File: src/rtl/dwt_pkg.sv
package dwt_pkg;

   typedef enum logic [2:0] {
      SEL_BASE  = 3'd0,
      SEL_MASK  = 3'd1,
      SEL_XLAT  = 3'd2,
      SEL_CTRL  = 3'd3,
      SEL_INVAL = 3'd4
   } cfg_sel_e;

endpackage

File: src/rtl/dwt_win_regs.sv
module dwt_win_regs #(
   parameter int ADDR_W    = 32,
   parameter int GRAN_BITS = 20,
   localparam int BASE_W   = ADDR_W + 2
) (
   input  logic              clk,
   input  logic              rst_n,
   input  logic              wr_base,
   input  logic              wr_mask,
   input  logic              wr_xlat,
   input  logic [BASE_W-1:0] wdata,
   output logic              win_en,
   output logic              win_sg,
   output logic [ADDR_W-1:0] win_base,
   output logic [ADDR_W-1:0] win_emask,
   output logic [ADDR_W-1:0] win_xlat
);

   localparam int EN_BIT = ADDR_W + 1;
   localparam int SG_BIT = ADDR_W;
   localparam logic [ADDR_W-1:0] GRAN_ONES = ADDR_W'((64'd1 << GRAN_BITS) - 64'd1);

   logic [ADDR_W-1:0] mask_q;

   always_ff @(posedge clk) begin
      if (!rst_n) begin
         win_en   <= 1'b0;
         win_sg   <= 1'b0;
         win_base <= '0;
         mask_q   <= '0;
         win_xlat <= '0;
      end else begin
         if (wr_base) begin
            win_en   <= wdata[EN_BIT];
            win_sg   <= wdata[SG_BIT];
            win_base <= wdata[ADDR_W-1:0];
         end
         if (wr_mask) mask_q   <= wdata[ADDR_W-1:0] & ~GRAN_ONES;
         if (wr_xlat) win_xlat <= wdata[ADDR_W-1:0];
      end
   end

   assign win_emask = mask_q | GRAN_ONES;

endmodule

File: src/rtl/dwt_win_match.sv
module dwt_win_match #(
   parameter int ADDR_W    = 32,
   parameter int PAGE_BITS = 13
) (
   input  logic              clk,
   input  logic              rst_n,
   input  logic [ADDR_W-1:0] addr,
   input  logic              win_en,
   input  logic              win_sg,
   input  logic [ADDR_W-1:0] win_base,
   input  logic [ADDR_W-1:0] win_emask,
   input  logic [ADDR_W-1:0] win_xlat,
   output logic              hit,
   output logic [ADDR_W-1:0] out_addr
);

   logic              tag_eq;
   logic [ADDR_W-1:0] offset;
   logic [ADDR_W-1:0] direct_addr;
   logic [ADDR_W-1:0] page_idx;

   always_comb begin
      tag_eq      = (addr & ~win_emask) == (win_base & ~win_emask);
      offset      = addr & win_emask;
      direct_addr = offset | (win_xlat & ~win_emask);
      page_idx    = offset >> PAGE_BITS;
      hit         = win_en && tag_eq;
      out_addr    = win_sg ? page_idx : direct_addr;
   end

   // a window left disabled never reports a match
   a_r2_disabled_no_hit: assert property (@(posedge clk) disable iff (!rst_n)
      !win_en |-> !hit);

endmodule

File: src/rtl/dwt_resp_sel.sv
module dwt_resp_sel #(
   parameter int NUM_WIN = 2,
   parameter int ADDR_W  = 32,
   localparam int WIN_W  = (NUM_WIN > 1) ? $clog2(NUM_WIN) : 1
) (
   input  logic                            clk,
   input  logic                            rst_n,
   input  logic                            req_valid,
   input  logic [NUM_WIN-1:0]              hit_vec,
   input  logic [NUM_WIN-1:0]              sg_vec,
   input  logic [NUM_WIN-1:0][ADDR_W-1:0]  addr_vec,
   input  logic [NUM_WIN-1:0][ADDR_W-1:0]  xlat_vec,
   output logic                            rsp_valid,
   output logic                            rsp_hit,
   output logic [WIN_W-1:0]                rsp_win,
   output logic                            rsp_sg,
   output logic [ADDR_W-1:0]               rsp_addr,
   output logic [ADDR_W-1:0]               rsp_ptbase
);

   logic              nxt_hit;
   logic [WIN_W-1:0]  nxt_win;
   logic              nxt_sg;
   logic [ADDR_W-1:0] nxt_addr;
   logic [ADDR_W-1:0] nxt_ptbase;

   // Walk from the highest index down so the lowest hitting window wins.
   always_comb begin
      nxt_hit    = 1'b0;
      nxt_win    = '0;
      nxt_sg     = 1'b0;
      nxt_addr   = '0;
      nxt_ptbase = '0;
      for (int i = NUM_WIN - 1; i >= 0; i--) begin
         if (req_valid && hit_vec[i]) begin
            nxt_hit    = 1'b1;
            nxt_win    = WIN_W'(i);
            nxt_sg     = sg_vec[i];
            nxt_addr   = addr_vec[i];
            nxt_ptbase = sg_vec[i] ? xlat_vec[i] : '0;
         end
      end
   end

   always_ff @(posedge clk) begin
      if (!rst_n) begin
         rsp_valid  <= 1'b0;
         rsp_hit    <= 1'b0;
         rsp_win    <= '0;
         rsp_sg     <= 1'b0;
         rsp_addr   <= '0;
         rsp_ptbase <= '0;
      end else begin
         rsp_valid  <= req_valid;
         rsp_hit    <= nxt_hit;
         rsp_win    <= nxt_win;
         rsp_sg     <= nxt_sg;
         rsp_addr   <= nxt_addr;
         rsp_ptbase <= nxt_ptbase;
      end
   end

   // one response per request, one edge later
   a_r9_rsp_follows_req: assert property (@(posedge clk) disable iff (!rst_n)
      req_valid |=> rsp_valid);
   a_r9_no_spurious_rsp: assert property (@(posedge clk) disable iff (!rst_n)
      !req_valid |=> !rsp_valid);
   // window 0 outranks every other window
   a_r7_low_index_wins: assert property (@(posedge clk) disable iff (!rst_n)
      req_valid && hit_vec[0] |=> rsp_hit && rsp_win == '0);
   // a miss leaves every response field at zero
   a_r8_miss_clean: assert property (@(posedge clk) disable iff (!rst_n)
      req_valid && hit_vec == '0 |=> !rsp_hit && !rsp_sg && rsp_addr == '0
                                     && rsp_ptbase == '0 && rsp_win == '0);

endmodule

File: src/rtl/dma_win_xlate.sv
module dma_win_xlate #(
   parameter int NUM_WIN   = 2,
   parameter int ADDR_W    = 32,
   parameter int GRAN_BITS = 20,
   parameter int PAGE_BITS = 13,
   parameter int TB_EN_BIT = 7,
   localparam int BASE_W   = ADDR_W + 2,
   localparam int WIN_W    = (NUM_WIN > 1) ? $clog2(NUM_WIN) : 1
) (
   input  logic              clk,
   input  logic              rst_n,
   input  logic              cfg_we,
   input  logic [WIN_W-1:0]  cfg_win,
   input  logic [2:0]        cfg_sel,
   input  logic [BASE_W-1:0] cfg_wdata,
   input  logic              req_valid,
   input  logic [ADDR_W-1:0] req_addr,
   output logic              rsp_valid,
   output logic              rsp_hit,
   output logic [WIN_W-1:0]  rsp_win,
   output logic              rsp_sg,
   output logic [ADDR_W-1:0] rsp_addr,
   output logic [ADDR_W-1:0] rsp_ptbase,
   output logic              tb_enable,
   output logic              tb_inval
);
   import dwt_pkg::*;

   if (NUM_WIN < 1)                          begin : g_bad_num   $error("NUM_WIN must be at least 1");           end
   if (GRAN_BITS < 1 || GRAN_BITS >= ADDR_W) begin : g_bad_gran  $error("GRAN_BITS must lie inside the address"); end
   if (PAGE_BITS > GRAN_BITS)                begin : g_bad_page  $error("PAGE_BITS may not exceed GRAN_BITS");   end
   if (TB_EN_BIT >= BASE_W)                  begin : g_bad_tben  $error("TB_EN_BIT outside write data");         end

   logic [NUM_WIN-1:0]             win_en, win_sg, hit_vec;
   logic [NUM_WIN-1:0][ADDR_W-1:0] base_vec, emask_vec, xlat_vec, addr_vec;

   logic wr_ctrl, wr_inval;
   assign wr_ctrl  = cfg_we && (cfg_sel == SEL_CTRL);
   assign wr_inval = cfg_we && (cfg_sel == SEL_INVAL);

   for (genvar i = 0; i < NUM_WIN; i++) begin : g_win
      logic sel_me;
      assign sel_me = cfg_we && (cfg_win == WIN_W'(i));

      dwt_win_regs #(.ADDR_W(ADDR_W), .GRAN_BITS(GRAN_BITS)) regs_i (
         .clk       (clk),
         .rst_n     (rst_n),
         .wr_base   (sel_me && cfg_sel == SEL_BASE),
         .wr_mask   (sel_me && cfg_sel == SEL_MASK),
         .wr_xlat   (sel_me && cfg_sel == SEL_XLAT),
         .wdata     (cfg_wdata),
         .win_en    (win_en[i]),
         .win_sg    (win_sg[i]),
         .win_base  (base_vec[i]),
         .win_emask (emask_vec[i]),
         .win_xlat  (xlat_vec[i])
      );

      dwt_win_match #(.ADDR_W(ADDR_W), .PAGE_BITS(PAGE_BITS)) match_i (
         .clk       (clk),
         .rst_n     (rst_n),
         .addr      (req_addr),
         .win_en    (win_en[i]),
         .win_sg    (win_sg[i]),
         .win_base  (base_vec[i]),
         .win_emask (emask_vec[i]),
         .win_xlat  (xlat_vec[i]),
         .hit       (hit_vec[i]),
         .out_addr  (addr_vec[i])
      );
   end

   dwt_resp_sel #(.NUM_WIN(NUM_WIN), .ADDR_W(ADDR_W)) sel_i (
      .clk        (clk),
      .rst_n      (rst_n),
      .req_valid  (req_valid),
      .hit_vec    (hit_vec),
      .sg_vec     (win_sg),
      .addr_vec   (addr_vec),
      .xlat_vec   (xlat_vec),
      .rsp_valid  (rsp_valid),
      .rsp_hit    (rsp_hit),
      .rsp_win    (rsp_win),
      .rsp_sg     (rsp_sg),
      .rsp_addr   (rsp_addr),
      .rsp_ptbase (rsp_ptbase)
   );

   always_ff @(posedge clk) begin
      if (!rst_n) begin
         tb_enable <= 1'b0;
         tb_inval  <= 1'b0;
      end else begin
         if (wr_ctrl) tb_enable <= cfg_wdata[TB_EN_BIT];
         tb_inval <= wr_inval;
      end
   end

   // the enable flag moves only on a control write
   a_r10_tb_en_hold: assert property (@(posedge clk) disable iff (!rst_n)
      !wr_ctrl |=> $stable(tb_enable));
   // the strobe is caused only by an invalidate write one edge earlier
   a_r10_inval_cause: assert property (@(posedge clk) disable iff (!rst_n)
      !wr_inval |=> !tb_inval);
   a_r10_inval_fires: assert property (@(posedge clk) disable iff (!rst_n)
      wr_inval |=> tb_inval);

endmodule

File: config.mk
export PLATFORM = sky130hd
export DESIGN_NAME = dma_win_xlate
export DESIGN_NICKNAME = d
export VERILOG_FILES = /design/src/rtl/dwt_pkg.sv /design/src/rtl/dwt_win_regs.sv /design/src/rtl/dwt_win_match.sv /design/src/rtl/dwt_resp_sel.sv /design/src/rtl/dma_win_xlate.sv
export SDC_FILE = /design/constraint.sdc
export NUM_CORES = 1
export LEC_CHECK = 0
export BUFFER_PORTS_ARGS = -buffer_cell sky130_fd_sc_hd__buf_2
export CORE_MARGIN = 4
export CORE_UTILIZATION = 55
export DETAILED_ROUTE_END_ITERATION = 10
export MAX_ROUTING_LAYER = met4
export PLACE_DENSITY = 0.77
export SYNTH_ARGS = -nofsm -noshare
export SYNTH_HDL_FRONTEND = slang
export SYNTH_HIERARCHICAL = 1
export SYNTH_SLANG_ARGS = --single-unit
File: constraint.sdc
create_clock -name clk -period 3.6 [get_ports clk]
set_input_delay 0.72 -clock clk [delete_from_list [all_inputs] [get_ports clk]]
set_output_delay 0.72 -clock clk [all_outputs]
set_load 0.01 [all_outputs]
==> impl_metrics.py <==
metrics = {
    "hold_path": {
        "holdPathEnd": "tb_enable",
        "hold_class": "reg2reg",
        "whs_path_depth": 2,
        "hp-start": "tb_enable",
    },
    "worst_setup_path": {
        "setup.worst_path.end_class": "flip-flop",
        "r2r-start": "g_win[1].regs_i/win_en",
        "cp_max_fo": 36,
        "path_buf_inv": 1,
        "path_cells": "o21ai_0 > or3_1 > nor3_2 > and4b_4 > buf_12 > a32o_1",
        "crit_family": "simple AND/OR/NAND/NOR gates",
        "critPathMaxStageDelay_ns": 0.65,
        "startpoint_type": "flip-flop",
        "critPathSlowestCell": "and4b_4",
        "reg2reg_to": "sel_i/rsp_ptbase[9]",
        "crit_arrival_ns": 2.86,
        "crit_type": "reg2reg",
        "rrSetupSlack_ns": 1.19,
        "reg2reg_depth": 6,
        "cp.required_ns": 4.05,
        "crit_start": "g_win[1].regs_i/win_en",
    },
    "route": {
        "vias": 7799,
        "drt_iter0_drc": 650,
        "routed_wl_um": 28600,
        "drc": 0,
        "viasPerCell": 5.54,
        "wire_per_inst_um": 20.3,
        "ant_nets": 0,
        "dr.pass1.iters": 5,
    },
    "placed_design": {
        "dpl_cell_area_sq_um": 11200,
        "gp_congestion": 0.876,
        "place_worst_setup_slack_ns": 0.709,
        "dpl.hpwl_um": 19300,
        "dp_cells": 1363,
        "portBuffers": 143,
    },
    "logic_synthesis": {
        "synth_edf_count": 0,
        "synth_common_cells": "dfxtp_1, mux2i_1, nor2b_1",
        "synth.area.top_cells": "dfxtp_1, mux2i_1, nor2b_1",
        "synth_cell_type_count": 35,
        "yosysTopAreaCell": "dfxtp_1",
        "synth_most_common_cell": "dfxtp_1",
        "synth_ff_type": "dfxtp_1",
        "ys_ff_latch": 226,
        "syn_area_sq_um": 10600,
        "yosys_warnings": 6,
        "synth_top_area_share_pct": 42.6,
        "synth.avg_cell_area_sq_um": 10.5,
        "ys_seq_area_share_pct": 42.6,
        "async_flop_share_pct": 0,
        "synthCells": 1013,
    },
    "die": {
        "die_h_um": 147,
        "core_area_sq_um": 18800,
        "die_area_sq_um": 21600,
        "rows": 50,
        "fp.dieW_um": 147,
        "start_util_pct": 56.4,
        "io_pins": 144,
    },
    "cts": {
        "post_cts_buffers": 0,
        "cts_buffer_depth": 3,
        "clk_latency_ns": 0.52,
        "clock_sinks": 226,
        "h-tree-depth": 1,
        "cts_root_buffer": "clkbuf_16",
        "hold_buffers": 0,
        "cts_tree": "built",
        "cts_resized": 0,
        "cts.clk_slew.worst_paths_ns": 0.06,
        "cts_made_buffers": 24,
    },
    "final_layout": {
        "final_layout_size_suffix_gt1_share_pct": 17.6,
        "area_delta_synth_final_pct": 12.4,
        "fin_area_sq_um": 12000,
        "fin_nets": 1203,
        "utilization_pct": 63.5,
        "fin_cells": 1409,
    },
    "timing": {
        "timing.final.crit_share_pct": 67.0,
        "tightest_slew_ns": 0.942,
        "fin_crit_ns": 2.41,
        "hold_viol": 0,
        "drv_slew": 0,
        "tns_ns": 0,
        "setup-violations-final": 0,
        "fmaxAchievable_ghz": 0.415,
        "finalWorstSetupSlack_ns": 1.19,
        "skew_ns": 0.0105,
        "rsz0062_at_grt": "no",
        "slew_headroom_pct": 37.2,
    },
    "global_routing": {
        "grt_pass1_vias": 7831,
        "overflow": 0,
        "grt_pass1_wl_um": 44300,
        "track_usage_pct": 26.5,
        "antenna_found_initial": 4,
        "grt_max_degree": 114,
    },
    "power": {
        "power.density_nw_per_um2": 449,
        "peakVddDrop_mv": 0.343,
        "power.static_leakage_nw": 4.29,
    },
    "run": {
        "drv_cap": 0,
    },
    "run_status": {
        "status": "finished clean",
    },
}
worst max-delay path by stage:
stage / endpoint / depth (start not counted) / slack [ns]
final: sel_i/rsp_ptbase[9] / 6 / 1.19
after global routing: sel_i/rsp_ptbase[15] / 6 / 1.04
after CTS: sel_i/rsp_ptbase[9] / 8 / 1.24
after detailed placement: sel_i/rsp_ptbase[9] / 8 / 0.71
after global placement: sel_i/rsp_ptbase[11] / 8 / 0.75
after floorplan: sel_i/rsp_ptbase[15] / 8 / 1.23
power breakdown:
| group | internal, mW | switching, mW | leakage [nW] | total (mW) |
|---|---|---|---|---|
| Clock | 1.47 | 0.974 | 0.386 | 2.44 |
| Sequential | 2.52 | 0.0207 | 1.82 | 2.55 |
| Combinational | 0.163 | 0.212 | 2.08 | 0.375 |
metrics by stage:
| stage | hold slack (ns) | power [mW] |
|---|---|---|
| 6_report | 0.457 | 5.36 |
| 5_1_grt | 0.470 | 5.54 |
| 4_1_cts | 0.455 | 5.38 |
| 3_5_place_dp | 0.456 | 2.95 |
| 3_3_place_gp | 0.442 | 2.95 |
| 2_1_floorplan | 0.462 | 2.85 |
sequential cells by signal, summed over array words and instances (netlist names):
| name | flops |
|---|---|
| g_win.regs_i/win_base | 64 |
| g_win.regs_i/win_xlat | 64 |
| sel_i/rsp_addr | 32 |
| sel_i/rsp_ptbase | 32 |
| g_win.regs_i/mask_q | 24 |
| g_win.regs_i/win_en | 2 |
| g_win.regs_i/win_sg | 2 |
| sel_i/rsp_hit | 1 |
| sel_i/rsp_sg | 1 |
| sel_i/rsp_valid | 1 |
| sel_i/rsp_win | 1 |
| tb_enable | 1 |
| tb_inval | 1 |
layout by cell type, fill, tap and decap left out, drive strengths merged, types with 32 or more instances in the layout:
cell and instances:
a32o 32, a22o 32, clkbuf 35, mux2i 221, xnor2 64, conb 40, nor2 42, buf 157
dfxtp 226, o21ai 40, nand3 39, nor2b 156
per-layer routing:
| metal | wire [um] | vias to the layer above | global-route usage, % |
|---|---|---|---|
| met2 | 12900 | 272 | 40.4 |
| met4 | 1020 | 0 | 9.88 |
| met5 | 0 | - | - |
| li1 | - | 3723 | - |
| met3 | 2130 | 65 | 6.51 |
| met1 | 12500 | 3739 | 34.3 |
cell families (layout without fill, tap and decap cells):
family	Yosys count	in the layout	share of synthesized area [%]
AOI/OAI and AO/OA	138	138	9.65
xor gates and xnor gates	64	64	5.27
buffers and inverters	105	199	7.75
DFF	226	226	42.6
muxes	221	221	20.8
other	2	44	0.0707
and+or+nand+nor	257	257	13.9
worst register-to-register path: cells and delay by family, from the launching register on:
kind,cells,cell delay (ns)
and+or+nand+nor,3,1.28
AOI/OAI and AO/OA,2,0.48
DFF,1,0.32
buffers and inverters,1,0.27
final cells by class:
cell class	instances	area, sq um
antenna	4	10.0
fill	1539	6880
multi-input combinational	720	5450
clock inverter	7	85.1
clock buffer	35	693
timing repair buffer	157	861
tap	260	325
sequential	226	4530
Note: power is estimated with default switching activity, not from simulation.
